File: src/rtl/gpio_pkg.sv
// Shared register addresses for the GPIO port.
// Assumes a two-bit register address space.
package gpio_pkg;
    localparam int ADDR_W = 2;

    typedef enum logic [ADDR_W-1:0] {
        REG_DIR = 2'd0,
        REG_LAT = 2'd1,
        REG_ALT = 2'd2,
        REG_PIN = 2'd3
    } gpio_reg_e;
endpackage

File: src/rtl/gpio_maskreg.sv
// Bit-masked register: on a write strobe, only bits with a mask bit of 1
// take the new data. Assumes the strobe is already qualified by address.
module gpio_maskreg #(
    parameter int WIDTH = 16
) (
    input  logic             clk,
    input  logic             rst_n,
    input  logic             wr_en,
    input  logic [WIDTH-1:0] wr_data,
    input  logic [WIDTH-1:0] wr_mask,
    output logic [WIDTH-1:0] q
);
    // Masked update with synchronous clear.
    always_ff @(posedge clk) begin
        if (!rst_n)
            q <= '0;
        else if (wr_en)
            q <= (q & ~wr_mask) | (wr_data & wr_mask);
    end
endmodule

File: src/rtl/gpio_sync.sv
// Multi-stage synchronizer for pad inputs. Assumes STAGES >= 1.
// All stages clear on reset.
module gpio_sync #(
    parameter int WIDTH  = 16,
    parameter int STAGES = 2
) (
    input  logic             clk,
    input  logic             rst_n,
    input  logic [WIDTH-1:0] d,
    output logic [WIDTH-1:0] q
);
    logic [WIDTH-1:0] chain [STAGES];

    for (genvar s = 0; s < STAGES; s++) begin : g_stage
        // One flop stage of the synchronizer chain.
        always_ff @(posedge clk) begin
            if (!rst_n)
                chain[s] <= '0;
            else if (s == 0)
                chain[s] <= d;
            else
                chain[s] <= chain[(s == 0) ? 0 : s-1];
        end
    end

    assign q = chain[STAGES-1];
endmodule

File: src/rtl/gpio_padmux.sv
// Per-pin pad steering. Selects the software latch and direction, or the
// peripheral value and enable, for each pin. Purely combinational.
module gpio_padmux #(
    parameter int WIDTH = 16
) (
    input  logic [WIDTH-1:0] dir_q,
    input  logic [WIDTH-1:0] lat_q,
    input  logic [WIDTH-1:0] alt_q,
    input  logic [WIDTH-1:0] alt_out,
    input  logic [WIDTH-1:0] alt_oe,
    output logic [WIDTH-1:0] pad_out,
    output logic [WIDTH-1:0] pad_oe
);
    for (genvar i = 0; i < WIDTH; i++) begin : g_pin
        // Choose the driver of pad i.
        always_comb begin
            if (alt_q[i]) begin
                pad_out[i] = alt_out[i];
                pad_oe[i]  = alt_oe[i];
            end else begin
                pad_out[i] = lat_q[i];
                pad_oe[i]  = dir_q[i];
            end
        end
    end
endmodule

File: src/rtl/gpio_port.sv
// GPIO port top: three masked registers (direction, latch, alternate select),
// a pad input synchronizer, per-pin pad steering and a read mux.
// Assumes the pads are sampled asynchronously and that reads are combinational.
module gpio_port
    import gpio_pkg::*;
#(
    parameter int WIDTH       = 16,
    parameter int SYNC_STAGES = 2
) (
    input  logic              clk,
    input  logic              rst_n,
    input  logic              wr_en,
    input  logic [ADDR_W-1:0] wr_addr,
    input  logic [WIDTH-1:0]  wr_data,
    input  logic [WIDTH-1:0]  wr_mask,
    input  logic [ADDR_W-1:0] rd_addr,
    output logic [WIDTH-1:0]  rd_data,
    input  logic [WIDTH-1:0]  pad_in,
    output logic [WIDTH-1:0]  pad_out,
    output logic [WIDTH-1:0]  pad_oe,
    input  logic [WIDTH-1:0]  alt_out,
    input  logic [WIDTH-1:0]  alt_oe,
    output logic [WIDTH-1:0]  pin_sync
);
    logic [WIDTH-1:0] dir_q, lat_q, alt_q;
    logic             we_dir, we_lat, we_alt;

    // Decode the write address into per-register strobes.
    always_comb begin
        we_dir = wr_en && (wr_addr == REG_DIR);
        we_lat = wr_en && (wr_addr == REG_LAT);
        we_alt = wr_en && (wr_addr == REG_ALT);
    end

    gpio_maskreg #(.WIDTH(WIDTH)) u_dir (
        .clk(clk), .rst_n(rst_n), .wr_en(we_dir),
        .wr_data(wr_data), .wr_mask(wr_mask), .q(dir_q)
    );
    gpio_maskreg #(.WIDTH(WIDTH)) u_lat (
        .clk(clk), .rst_n(rst_n), .wr_en(we_lat),
        .wr_data(wr_data), .wr_mask(wr_mask), .q(lat_q)
    );
    gpio_maskreg #(.WIDTH(WIDTH)) u_alt (
        .clk(clk), .rst_n(rst_n), .wr_en(we_alt),
        .wr_data(wr_data), .wr_mask(wr_mask), .q(alt_q)
    );

    gpio_sync #(.WIDTH(WIDTH), .STAGES(SYNC_STAGES)) u_sync (
        .clk(clk), .rst_n(rst_n), .d(pad_in), .q(pin_sync)
    );

    gpio_padmux #(.WIDTH(WIDTH)) u_mux (
        .dir_q(dir_q), .lat_q(lat_q), .alt_q(alt_q),
        .alt_out(alt_out), .alt_oe(alt_oe),
        .pad_out(pad_out), .pad_oe(pad_oe)
    );

    // Read mux; the pin view blends latch and synchronized input by direction.
    always_comb begin
        case (rd_addr)
            REG_DIR: rd_data = dir_q;
            REG_LAT: rd_data = lat_q;
            REG_ALT: rd_data = alt_q;
            default: rd_data = (dir_q & lat_q) | (~dir_q & pin_sync);
        endcase
    end
endmodule

File: config.mk
export PLATFORM = sky130hd
export DESIGN_NAME = gpio_port
export DESIGN_NICKNAME = d
export VERILOG_FILES = /design/src/rtl/gpio_pkg.sv /design/src/rtl/gpio_maskreg.sv /design/src/rtl/gpio_sync.sv /design/src/rtl/gpio_padmux.sv /design/src/rtl/gpio_port.sv
export SDC_FILE = /design/constraint.sdc
export NUM_CORES = 1
export LEC_CHECK = 0
export BUFFER_PORTS_ARGS = -buffer_cell sky130_fd_sc_hd__buf_2
export CAP_MARGIN = 20
export CORE_ASPECT_RATIO = 2
export CORE_MARGIN = 4
export CORE_UTILIZATION = 54
export CTS_BUF_LIST = sky130_fd_sc_hd__clkbuf_8
export DETAILED_ROUTE_END_ITERATION = 8
export PLACE_DENSITY = 0.91
export SLEW_MARGIN = 30
export SYNTH_ARGS = -nofsm -noshare
export SYNTH_HDL_FRONTEND = slang
export SYNTH_SLANG_ARGS = --single-unit
File: constraint.sdc
create_clock -name clk -period 1.32 [get_ports clk]
set_input_delay 0 -clock clk [delete_from_list [all_inputs] [get_ports clk]]
set_output_delay 0 -clock clk [all_outputs]
set_load 0.02 [all_outputs]
==> flow_summary_export.csv, run 1 <==
group,metric,value,unit
status,result_of_the_run,"finished, violations left",
status,failed_checks,"negative setup slack",
critical_path,setup.worst_path.start_class,"flip-flop",
cts,insertion_delay,0.35,ns
placed_design,detailedPlace.worstSlack,-0.0167,ns
critical_path,worstSetupPathType,"reg2reg",
sta,timing.final.hold_violations,0,
sta,drv_slew,0,
final_layout,final_common_cell,"sky130_fd_sc_hd__buf_2",
detailed_routing,drt-total-wl,13000,um
global_routing,grt_usage,0.307,
sta,grt_setup_unrepaired,"yes",
critical_path,crit_path_end_kind,"flip-flop",
detailed_routing,antenna_left,0,
sta,period_needed,1.32,ns
global_routing,leftover_overflow_at_the_end_of_global_routing,0,
detailed_routing,routedWlPerCell,18.0,um
sta,fmax,756,MHz
synthesis,yosys.area_share.adder,0,
placed_design,gpl.final_weighted_congestion,0.856,
placed_design,placement.io_buffers,150,
global_routing,number_of_global_route_vias_before_repair,4187,
sta,finalSetupViolations,1,
synthesis,netlist_top_cells_area,"sky130_fd_sc_hd__dfxtp_1 (42%), sky130_fd_sc_hd__mux2i_1 (13%), sky130_fd_sc_hd__nand2_1 (11%)",
synthesis,post_synth_mux_area_share,0.222,
cts,clock_sinks,80,
detailed_routing,viasPerCell,5.46,
critical_path,worst-endpoint-required,1.61,ns
synthesis,post_synth_instance_area,0.00378,mm2
critical_path,critPathMaxFanout,5,
global_routing,antenna_found_initial,2,
placed_design,placed_cell_area,0.00463,mm2
floorplan,dieWidth,67.2,um
final_layout,highest_count_cells_in_the_layout_ignoring_fill_and_taps,"sky130_fd_sc_hd__buf_2 (140), sky130_fd_sc_hd__nand2_1 (113), sky130_fd_sc_hd__dlygate4sd3_1 (62)",
cts,cts-buffers-inserted,9,
sta,final.setup.tns,-0.00281,ns
synthesis,count_of_mapped_cells_out_of_synthesis,414,
placed_design,detailedPlacementHpwl,7970,um
synthesis,ys_ff_latch,80,
power,p_leak,0.00288,uW
placed_design,place.detailed.instances,639,
final_layout,nets,714,
power,vdd_ir_drop_max,0.000729,V
final_layout,stdcell_area,0.00562,mm2
floorplan,core_region_area,0.00673,mm2
detailed_routing,initialDrtViolationCount,323,
synthesis,yosys.cell_types.count,21,
synthesis,netlist.area_leader.share,0.423,
floorplan,die_area,0.00849,mm2
synthesis,simple_gate_share_of_the_synthesized_area,0.219,
detailed_routing,drcViolationCount,0,
synthesis,post_synth_xor_area_fraction,0,
cts,cts-root-to-sink-buffers,2,
final_layout,area_growth,48.5,%
synthesis,synth_warnings,0,
flow_run,max_cap_violations,0,
detailed_routing,firstDrtPassIters,4,
sta,tightest_slew,0.443,ns
cts,clockRootBuffer,"sky130_fd_sc_hd__clkbuf_8",
cts,cts.reportedPaths.clkPinSlew,0.08,ns
synthesis,postSynthNetCount,501,
hold_path,min_path_type,"in2reg",
final_layout,num-fill-cells,389,
synthesis,synthesized_area_divided_by_synthesized_cell_count,9.14,um2
floorplan,initial_utilization,0.562,
cts,cts_htree_levels,3,
sta,setup_slack,-0.00281,ns
synthesis,netlist.top_cell.by_area,"sky130_fd_sc_hd__dfxtp_1",
final_layout,finalNonFillerCells,722,
floorplan,num_rows,42,
synthesis,post_synthesis_compound_gate_area_fraction,0.101,
global_routing,grt_first_pass_wirelength,19600,um
cts,tritoncts,"built",
power,power-per-cell-area,930,mW/mm2
sta,timing.clock.skew,0.00658,ns
detailed_routing,detailroute.via_count,3940,
floorplan,fp.dieH,126,um
synthesis,synth_top_family_by_area,"multiplexers",
final_layout,post_route_cells_drive_above_1_share,0.397,
sta,final_min_period_over_clock_period,1.00,
sta,max-slew-margin-rel,0.705,
global_routing,maximum_number_of_pins_on_one_net_before_global_route_repair,45,
critical_path,worst-endpoint-arrival,1.61,ns
floorplan,ioPinCount,151,
synthesis,share_of_the_yosys_chip_area_belonging_to_registers,0.423,
final timing paths:
check | from | to | slack (ns) | cells past startpoint
max | flip-flop | flip-flop | -0.003 | 3
min | rst_n | flip-flop | 0.08 | 3
max reg2reg | flip-flop | flip-flop | -0.003 | 3
min reg2reg | u_sync.chain[0][5] | u_sync.chain[1][5] | 0.44 | 1
synth_stat cells:
library cell / instances
sky130_fd_sc_hd__dfxtp_1: 80
sky130_fd_sc_hd__mux2_2: 32
sky130_fd_sc_hd__and2_1: 32
sky130_fd_sc_hd__buf_8: 1
sky130_fd_sc_hd__nor3b_2: 1
sky130_fd_sc_hd__buf_2: 6
sky130_fd_sc_hd__o221a_1: 10
sky130_fd_sc_hd__or2_1: 1
sky130_fd_sc_hd__a21oi_1: 16
sky130_fd_sc_hd__clkbuf_1: 12
sky130_fd_sc_hd__mux2i_1: 48
sky130_fd_sc_hd__buf_4: 1
sky130_fd_sc_hd__and3b_1: 2
sky130_fd_sc_hd__nor2b_2: 1
sky130_fd_sc_hd__clkbuf_2: 2
sky130_fd_sc_hd__o221a_2: 6
sky130_fd_sc_hd__nand2b_1: 16
sky130_fd_sc_hd__buf_6: 2
sky130_fd_sc_hd__nand2_1: 113
sky130_fd_sc_hd__o21a_1: 16
sky130_fd_sc_hd__nor2_1: 16
cell families after synthesis:
family | count (synthesis)
and+or+nand+nor | 182
muxes | 80
DFF | 80
AOI/OAI and AO/OA | 48
buffers and inverters | 24
worst max-delay path: stages (launching register included):
cell                            delay (ns)
sky130_fd_sc_hd__dfxtp_4              0.41
sky130_fd_sc_hd__nand2_1              0.09
sky130_fd_sc_hd__mux2i_1              0.20
sky130_fd_sc_hd__dlygate4sd3_1        0.57
stage by stage:
stage / util / total power (uW) / hold slack, ns
2_1_floorplan: - / 3070 / 0.127
3_3_place_gp: 0.689 / 3360 / 0.206
3_5_place_dp: 0.689 / 3390 / 0.210
4_1_cts: 0.817 / 5170 / 0.0572
5_1_grt: 0.835 / 5430 / 0.0763
6_report: 0.835 / 5220 / 0.0780
power breakdown:
group	total [uW]	switching (uW)	internal [uW]	leakage, uW
Combinational	997	496	501	0.00211
Clock	1690	843	844	0.000107
Sequential	2540	59.4	2480	0.000666
area by class of cell:
| type | instances | area [um2] | area share |
|---|---|---|---|
| tap | 88 | 110 | 0.0196 |
| multi-input combinational | 310 | 2110 | 0.376 |
| clock buffer | 9 | 124 | 0.0220 |
| antenna | 2 | 5.00 | 0.000891 |
| timing repair buffer | 226 | 1560 | 0.278 |
| clock inverter | 7 | 56.3 | 0.0100 |
| sequential | 80 | 1650 | 0.293 |
repair_timing:
| item | in CTS | in global routing |
|---|---|---|
| endpoints found under the setup margin | 10 | 25 |
| pin swaps | 0 | 6 |
| buffers inserted | 0 | 2 |
| hold endpoints to repair | 64 | 0 |
| hold buffers | 64 | 0 |
| resized for setup | 19 | 44 |
routing by layer:
metal  up-vias  wire length [um]  global-route usage
met1      1848              4190               0.299
met2       194              7230               0.559
met5         -                 0                   0
met3        68               696              0.0575
met4         0               845               0.200
li1       1830                 -                   -
Power figures use the tool's default switching activity.
==> run 2, diff against run 1 <==
Settings changed: CORE_UTILIZATION 54 to 56, SYNTH_HIERARCHICAL set to 1.
==> run 2 against run 1 <==
Against the previous run: the run still ends with negative setup slack left; hold slack improved by 0.080 ns; highest routed layer unchanged; fmax decreased by 6.2%; critical path depth rose by 1; setup slack worse by 0.087 ns; non-clock buffer count rose by 9; register-to-register slack better by 0.07 ns; clock-buffer cell count rose by 2; synthesized cell count increased by 3.4%; final cell count up 3.6%; largest cell class unchanged; total power is 5.3% higher; sequential power about the same.
==> flow_summary_export.csv, run 2 <==
group,metric,value,unit
sta,timing.clock.skew,0.00831,ns
synthesis,postSynthNetCount,515,
sta,max-slew-margin-rel,0.776,
synthesis,synthArstFlopShare,0,
floorplan,die_area,0.00914,mm2
cts,clock_sinks,80,
sta,final_min_period_over_clock_period,1.07,
floorplan,ioPinCount,151,
final_layout,post_route_cells_drive_above_1_share,0.453,
global_routing,leftover_overflow_at_the_end_of_global_routing,0,
final_layout,nets,738,
cts,cts-root-to-sink-buffers,2,
synthesis,yosys.cell_count.top_type,"sky130_fd_sc_hd__nand2_1",
global_routing,number_of_global_route_vias_before_repair,4216,
final_layout,area_growth,42.7,%
critical_path,worstSetupPathType,"reg2out",
synthesis,post_synth_instance_area,0.00426,mm2
final_layout,finalNonFillerCells,748,
sta,grt_setup_unrepaired,"yes",
final_layout,highest_count_cells_in_the_layout_ignoring_fill_and_taps,"sky130_fd_sc_hd__buf_2 (136), sky130_fd_sc_hd__nand2_1 (113), sky130_fd_sc_hd__mux2i_1 (92)",
synthesis,share_of_the_yosys_chip_area_belonging_to_registers,0.376,
critical_path,worst-endpoint-arrival,1.41,ns
global_routing,antenna_found_initial,1,
cts,cts_htree_levels,3,
floorplan,initial_utilization,0.581,
sta,tightest_slew,0.335,ns
flow_run,max_cap_violations,0,
detailed_routing,antenna_left,0,
floorplan,core_region_area,0.00732,mm2
global_routing,grt_first_pass_wirelength,20100,um
detailed_routing,firstDrtPassIters,4,
sta,setup_slack,-0.0897,ns
detailed_routing,drt-total-wl,13100,um
hold_path,min_path_type,"in2reg",
synthesis,netlist_top_cells_area,"sky130_fd_sc_hd__dfxtp_1 (38%), sky130_fd_sc_hd__mux2i_1 (22%), sky130_fd_sc_hd__nand2_1 (10%)",
final_layout,final_common_cell,"sky130_fd_sc_hd__buf_2",
global_routing,maximum_number_of_pins_on_one_net_before_global_route_repair,81,
detailed_routing,detailroute.via_count,3899,
synthesis,yosys.cell_types.count,20,
detailed_routing,initialDrtViolationCount,237,
placed_design,placement.io_buffers,150,
detailed_routing,routedWlPerCell,17.5,um
critical_path,worst-endpoint-required,1.32,ns
synthesis,synth_warnings,6,
synthesis,postSynth.topFlopCell,"sky130_fd_sc_hd__dfxtp_1",
detailed_routing,viasPerCell,5.21,
final_layout,num-fill-cells,390,
global_routing,grt_usage,0.275,
cts,cts-buffers-inserted,9,
sta,timing.final.hold_violations,0,
status,failed_checks,"negative setup slack",
power,p_leak,0.00320,uW
cts,insertion_delay,0.34,ns
synthesis,ys_ff_latch,80,
placed_design,gpl.final_weighted_congestion,0.834,
synthesis,synth-edff-count,0,
power,vdd_ir_drop_max,0.000706,V
critical_path,r2r_cells,3,
sta,final.setup.tns,-0.251,ns
sta,drv_slew,0,
sta,finalSetupViolations,7,
sta,period_needed,1.41,ns
synthesis,synthesized_area_divided_by_synthesized_cell_count,9.94,um2
floorplan,fp.dieH,131,um
floorplan,num_rows,44,
synthesis,netlist.top_cell.by_area,"sky130_fd_sc_hd__dfxtp_1",
critical_path,critPathMaxFanout,2,
placed_design,detailedPlacementHpwl,7810,um
cts,clockRootBuffer,"sky130_fd_sc_hd__clkbuf_8",
critical_path,setup.worst_path.start_class,"flip-flop",
synthesis,netlist.area_leader.share,0.376,
hold_path,hold_depth,4,
cts,tritoncts,"built",
final_layout,utilization,0.829,
detailed_routing,drcViolationCount,0,
power,power-per-cell-area,905,mW/mm2
synthesis,count_of_mapped_cells_out_of_synthesis,428,
floorplan,dieWidth,69.6,um
status,result_of_the_run,"finished, violations left",
synthesis,synth_top_cells_by_count,"sky130_fd_sc_hd__nand2_1 (114), sky130_fd_sc_hd__mux2i_1 (93), sky130_fd_sc_hd__dfxtp_1 (80), sky130_fd_sc_hd__and2_2 (32), sky130_fd_sc_hd__nand2_2 (30)",
sta,fmax,709,MHz
placed_design,place.detailed.instances,655,
critical_path,crit_path_end_kind,"output port",
cts,cts.reportedPaths.clkPinSlew,0.08,ns
-- run 2: cell count changes in the layout (fill, tap and decap cells not counted), sizes merged, moves of 2 or more --
cell	delta
mux2i	+45
nand2	+31
a21oi	-16
nor2	-16
o21a	-16
o221a	-16
buf	+6
dlygate4sd3	+4
nand2b	-4
or2b	+3
and2b	+2
clkbuf	+2
clkinv	-2
-- run 2: what timing repair did --
item	in CTS	in global routing
pin swaps	1	0
resized for setup	15	26
hold buffers	68	0
setup endpoints to repair	9	21
endpoints found under the hold margin	66	0
setup buffers	3	8
-- run 2: power by group --
part | switching [uW] | internal, uW | leakage [uW]
clock | 844 | 1150 | 0.000117
combinational | 469 | 493 | 0.00242
sequential | 53.6 | 2490 | 0.000663
total | 1370 | 4130 | 0.00320
-- run 2: cell families after synthesis --
family,Yosys count,share of synthesized area
simple gates,197,0.235
mux,125,0.325
flops,80,0.376
buf+inv,24,0.0600
compound gates,2,0.00382
-- run 2: worst max-delay path, cell delays in order, from the launching register on --
cell	delay (ns)
sky130_fd_sc_hd__dfxtp_2	0.32
sky130_fd_sc_hd__or2b_1	0.23
sky130_fd_sc_hd__mux2i_1	0.13
sky130_fd_sc_hd__mux2i_1	0.20
sky130_fd_sc_hd__buf_4	0.18
-- run 2: layout make-up --
type / instances / area, um2 / area share
multi-input cells: 324 / 2450 / 0.404
flip-flops and latches: 80 / 1630 / 0.268
diodes: 1 / 2.50 / 0.000412
inverters: 1 / 3.75 / 0.000618
clock buffers: 11 / 151 / 0.0249
repair buffers: 235 / 1650 / 0.272
well taps: 92 / 115 / 0.0190
clock inverters: 4 / 68.8 / 0.0113
-- run 2: path summary, 6_finish.rpt --
| path | start | endpoint | slack (ns) |
|---|---|---|---|
| worst max-delay path | flip-flop | rd_data[12] | -0.09 |
| worst min-delay path | rst_n | flip-flop | 0.16 |
| worst max register to register | flip-flop | flip-flop | 0.07 |
| worst min register to register | u_sync/chain[0][10] | u_sync/chain[1][10] | 0.45 |
-- run 2: per-stage QoR --
stage	hold slack (ns)	setup slack [ns]	cell area, um2	total power [uW]
3_3_place_gp	0.221	0.303	5000	3330
2_1_floorplan	0.136	0.182	4260	3070
3_5_place_dp	0.223	0.268	5000	3360
4_1_cts	0.138	-0.0562	5950	5480
6_report	0.158	-0.0897	6070	5500
5_1_grt	0.175	-0.143	6070	5690
-- run 2: per-layer routing --
metal / vias up / part of all wire / global-route usage
li1: 1851 / - / -
met1: 1853 / 0.33 / 0.255
met2: 145 / 0.58 / 0.538
met3: 50 / 0.046 / 0.0505
met4: 0 / 0.044 / 0.159
met5: - / 0 / 0
==> run 3, diff against run 2 <==
Settings changed: BUFFER_PORTS_ARGS -buffer_cell sky130_fd_sc_hd__buf_2 to -buffer_cell sky130_fd_sc_hd__buf_4.
==> run 3 against run 2 <==
Against the previous run: the flow still finishes with violations (negative setup slack); critical path depth stayed put; via count up 2.6%; clock skew down 0.0052 ns; global-route usage increased by 2.6 points; total power rose by 2.4%; die area stayed put; critical endpoint unchanged.
==> flow_summary_export.csv, run 3 (synthesis gave the netlist of run 2 again) <==
group,metric,value,unit
critical_path,worst-endpoint-arrival,1.47,ns
sta,fmax,681,MHz
final_layout,highest_count_cells_in_the_layout_ignoring_fill_and_taps,"sky130_fd_sc_hd__buf_4 (164), sky130_fd_sc_hd__nand2_1 (114), sky130_fd_sc_hd__mux2i_1 (91)",
critical_path,critPathMaxStageDelay,0.32,ns
sta,final.setup.tns,-0.381,ns
critical_path,worstPathCellList,"or2b_1 > mux2i_1 > mux2i_1 > buf_4",
critical_path,critPathMaxFanout,2,
floorplan,fp.dieH,131,um
sta,grt_setup_unrepaired,"yes",
cts,tritoncts,"built",
sta,tightest_slew,0.420,ns
final_layout,area_growth,50.7,%
final_layout,stdcell_area,0.00641,mm2
cts,cts.reportedPaths.clkPinSlew,0.08,ns
cts,clock_sinks,80,
sta,period_needed,1.47,ns
status,result_of_the_run,"finished, violations left",
detailed_routing,routedWlPerCell,18.9,um
global_routing,number_of_global_route_vias_before_repair,4409,
sta,timing.final.hold_violations,0,
detailed_routing,detailroute.via_count,4000,
power,vdd_ir_drop_max,0.000801,V
critical_path,worst_path_max_delay_cell,"sky130_fd_sc_hd__dfxtp_2",
cts,insertion_delay,0.35,ns
final_layout,multiInputGateArea,0.00247,mm2
critical_path,crit_top_cell,"sky130_fd_sc_hd__mux2i_1",
final_layout,final_common_cell,"sky130_fd_sc_hd__buf_4",
cts,cts-root-to-sink-buffers,2,
power,totalPowerFinal,5630,uW
sta,max-slew-margin-rel,0.720,
placed_design,gpl.final_weighted_congestion,0.827,
cts,clockRootBuffer,"sky130_fd_sc_hd__clkbuf_8",
final_layout,nets,735,
floorplan,dieWidth,69.6,um
global_routing,maximum_number_of_pins_on_one_net_before_global_route_repair,39,
floorplan,initial_utilization,0.581,
detailed_routing,viasPerCell,5.38,
hold_path,min_path_type,"in2reg",
sta,setup_slack,-0.148,ns
sta,final_min_period_over_clock_period,1.11,
cts,cts_htree_levels,3,
power,power-per-cell-area,878,mW/mm2
sta,drv_slew,0,
floorplan,ioPinCount,151,
final_layout,n_antenna_cell,0,
floorplan,num_rows,44,
placed_design,placed_cell_area,0.00538,mm2
detailed_routing,firstDrtPassIters,5,
sta,worst_hold_slack,0.120,ns
critical_path,worstSetupPathType,"reg2out",
detailed_routing,drcViolationCount,0,
global_routing,leftover_overflow_at_the_end_of_global_routing,0,
critical_path,worst-endpoint-required,1.32,ns
final_layout,post_route_cells_drive_above_1_share,0.468,
global_routing,antenna_found_initial,0,
final_layout,layout.area.seq,0.00163,mm2
critical_path,critPathTopFamily,"multiplexers",
placed_design,placement.io_buffers,150,
floorplan,core_region_area,0.00732,mm2
final_layout,num-fill-cells,347,
critical_path,setup.worst_path.start_class,"flip-flop",
status,failed_checks,"negative setup slack",
global_routing,grt_usage,0.301,
detailed_routing,drt-total-wl,14100,um
flow_run,max_cap_violations,0,
sta,finalSetupViolations,7,
detailed_routing,antenna_left,0,
detailed_routing,initialDrtViolationCount,175,
final_layout,utilization,0.876,
placed_design,detailedPlacementHpwl,8020,um
cts,cts-buffers-inserted,9,
global_routing,grt_first_pass_wirelength,22000,um
power,p_leak,0.00328,uW
sta,timing.clock.skew,0.00313,ns
floorplan,die_area,0.00914,mm2
critical_path,worst-path-buf-inv,1,
critical_path,crit_path_end_kind,"output port",
-- run 3: changes by cell type in the layout (fill, tap and decap cells not counted), moves of 3 or more --
| cell | change |
|---|---|
| sky130_fd_sc_hd__dlygate4sd3_1 | -5 |
| sky130_fd_sc_hd__dfxtp_2 | +3 |
| sky130_fd_sc_hd__dfxtp_1 | -3 |
| sky130_fd_sc_hd__buf_4 | +136 |
| sky130_fd_sc_hd__buf_2 | -136 |
-- run 3: path summary, 6_finish.rpt --
check / from / endpoint / slack, ns / depth (start not counted)
worst max-delay path: flip-flop / rd_data[12] / -0.15 / 4
worst min-delay path: rst_n / flip-flop / 0.12 / 3
worst max register to register: flip-flop / flip-flop / 0.01 / 3
worst min register to register: u_sync/chain[0][14] / u_sync/chain[1][14] / 0.45 / 1
-- run 3: worst register-to-register path: cells and delay by family (launching register included) --
kind | cells | cell delay [ns]
simple gates | 1 | 0.10
buf+inv | 1 | 0.58
mux | 1 | 0.21
flops | 1 | 0.37
-- run 3: report_power, final --
part / switching [uW] / total (uW) / internal, uW / leakage, uW
clock: 851 / 2000 / 1150 / 0.000117
sequential: 54.7 / 2550 / 2490 / 0.000664
combinational: 493 / 1090 / 593 / 0.00250
total: 1400 / 5630 / 4230 / 0.00328
-- run 3: stage by stage --
stage               setup slack (ns)  instances
global placement               0.329        654
CTS                          -0.0368        740
global route                  -0.162        744
floorplan                      0.182        428
detailed placement             0.282        654
finish                        -0.148        744
-- run 3: area by class of cell --
| type | instances | area share |
|---|---|---|
| Multi-Input combinational cell | 324 | 0.385 |
| Tap cell | 92 | 0.0180 |
| Sequential cell | 80 | 0.254 |
| Inverter | 1 | 0.000585 |
| Clock buffer | 11 | 0.0236 |
| Timing Repair Buffer | 232 | 0.308 |
| Clock inverter | 4 | 0.0107 |
-- run 3: per-layer routing --
layer / share of wire / vias up / GRT usage
met1: 0.33 / 1939 / 0.284
li1: - / 1852 / -
met5: 0 / - / 0
met4: 0.037 / 0 / 0.167
met3: 0.056 / 43 / 0.0566
met2: 0.57 / 166 / 0.585
-- run 3: timing repair --
action / 4_1_cts / 5_1_grt
buffers inserted: 7 / 6
pin swaps: 1 / 2
hold endpoints to repair: 64 / 0
gates resized for setup: 17 / 19
setup endpoints to repair: 14 / 24
hold buffers: 64 / 0
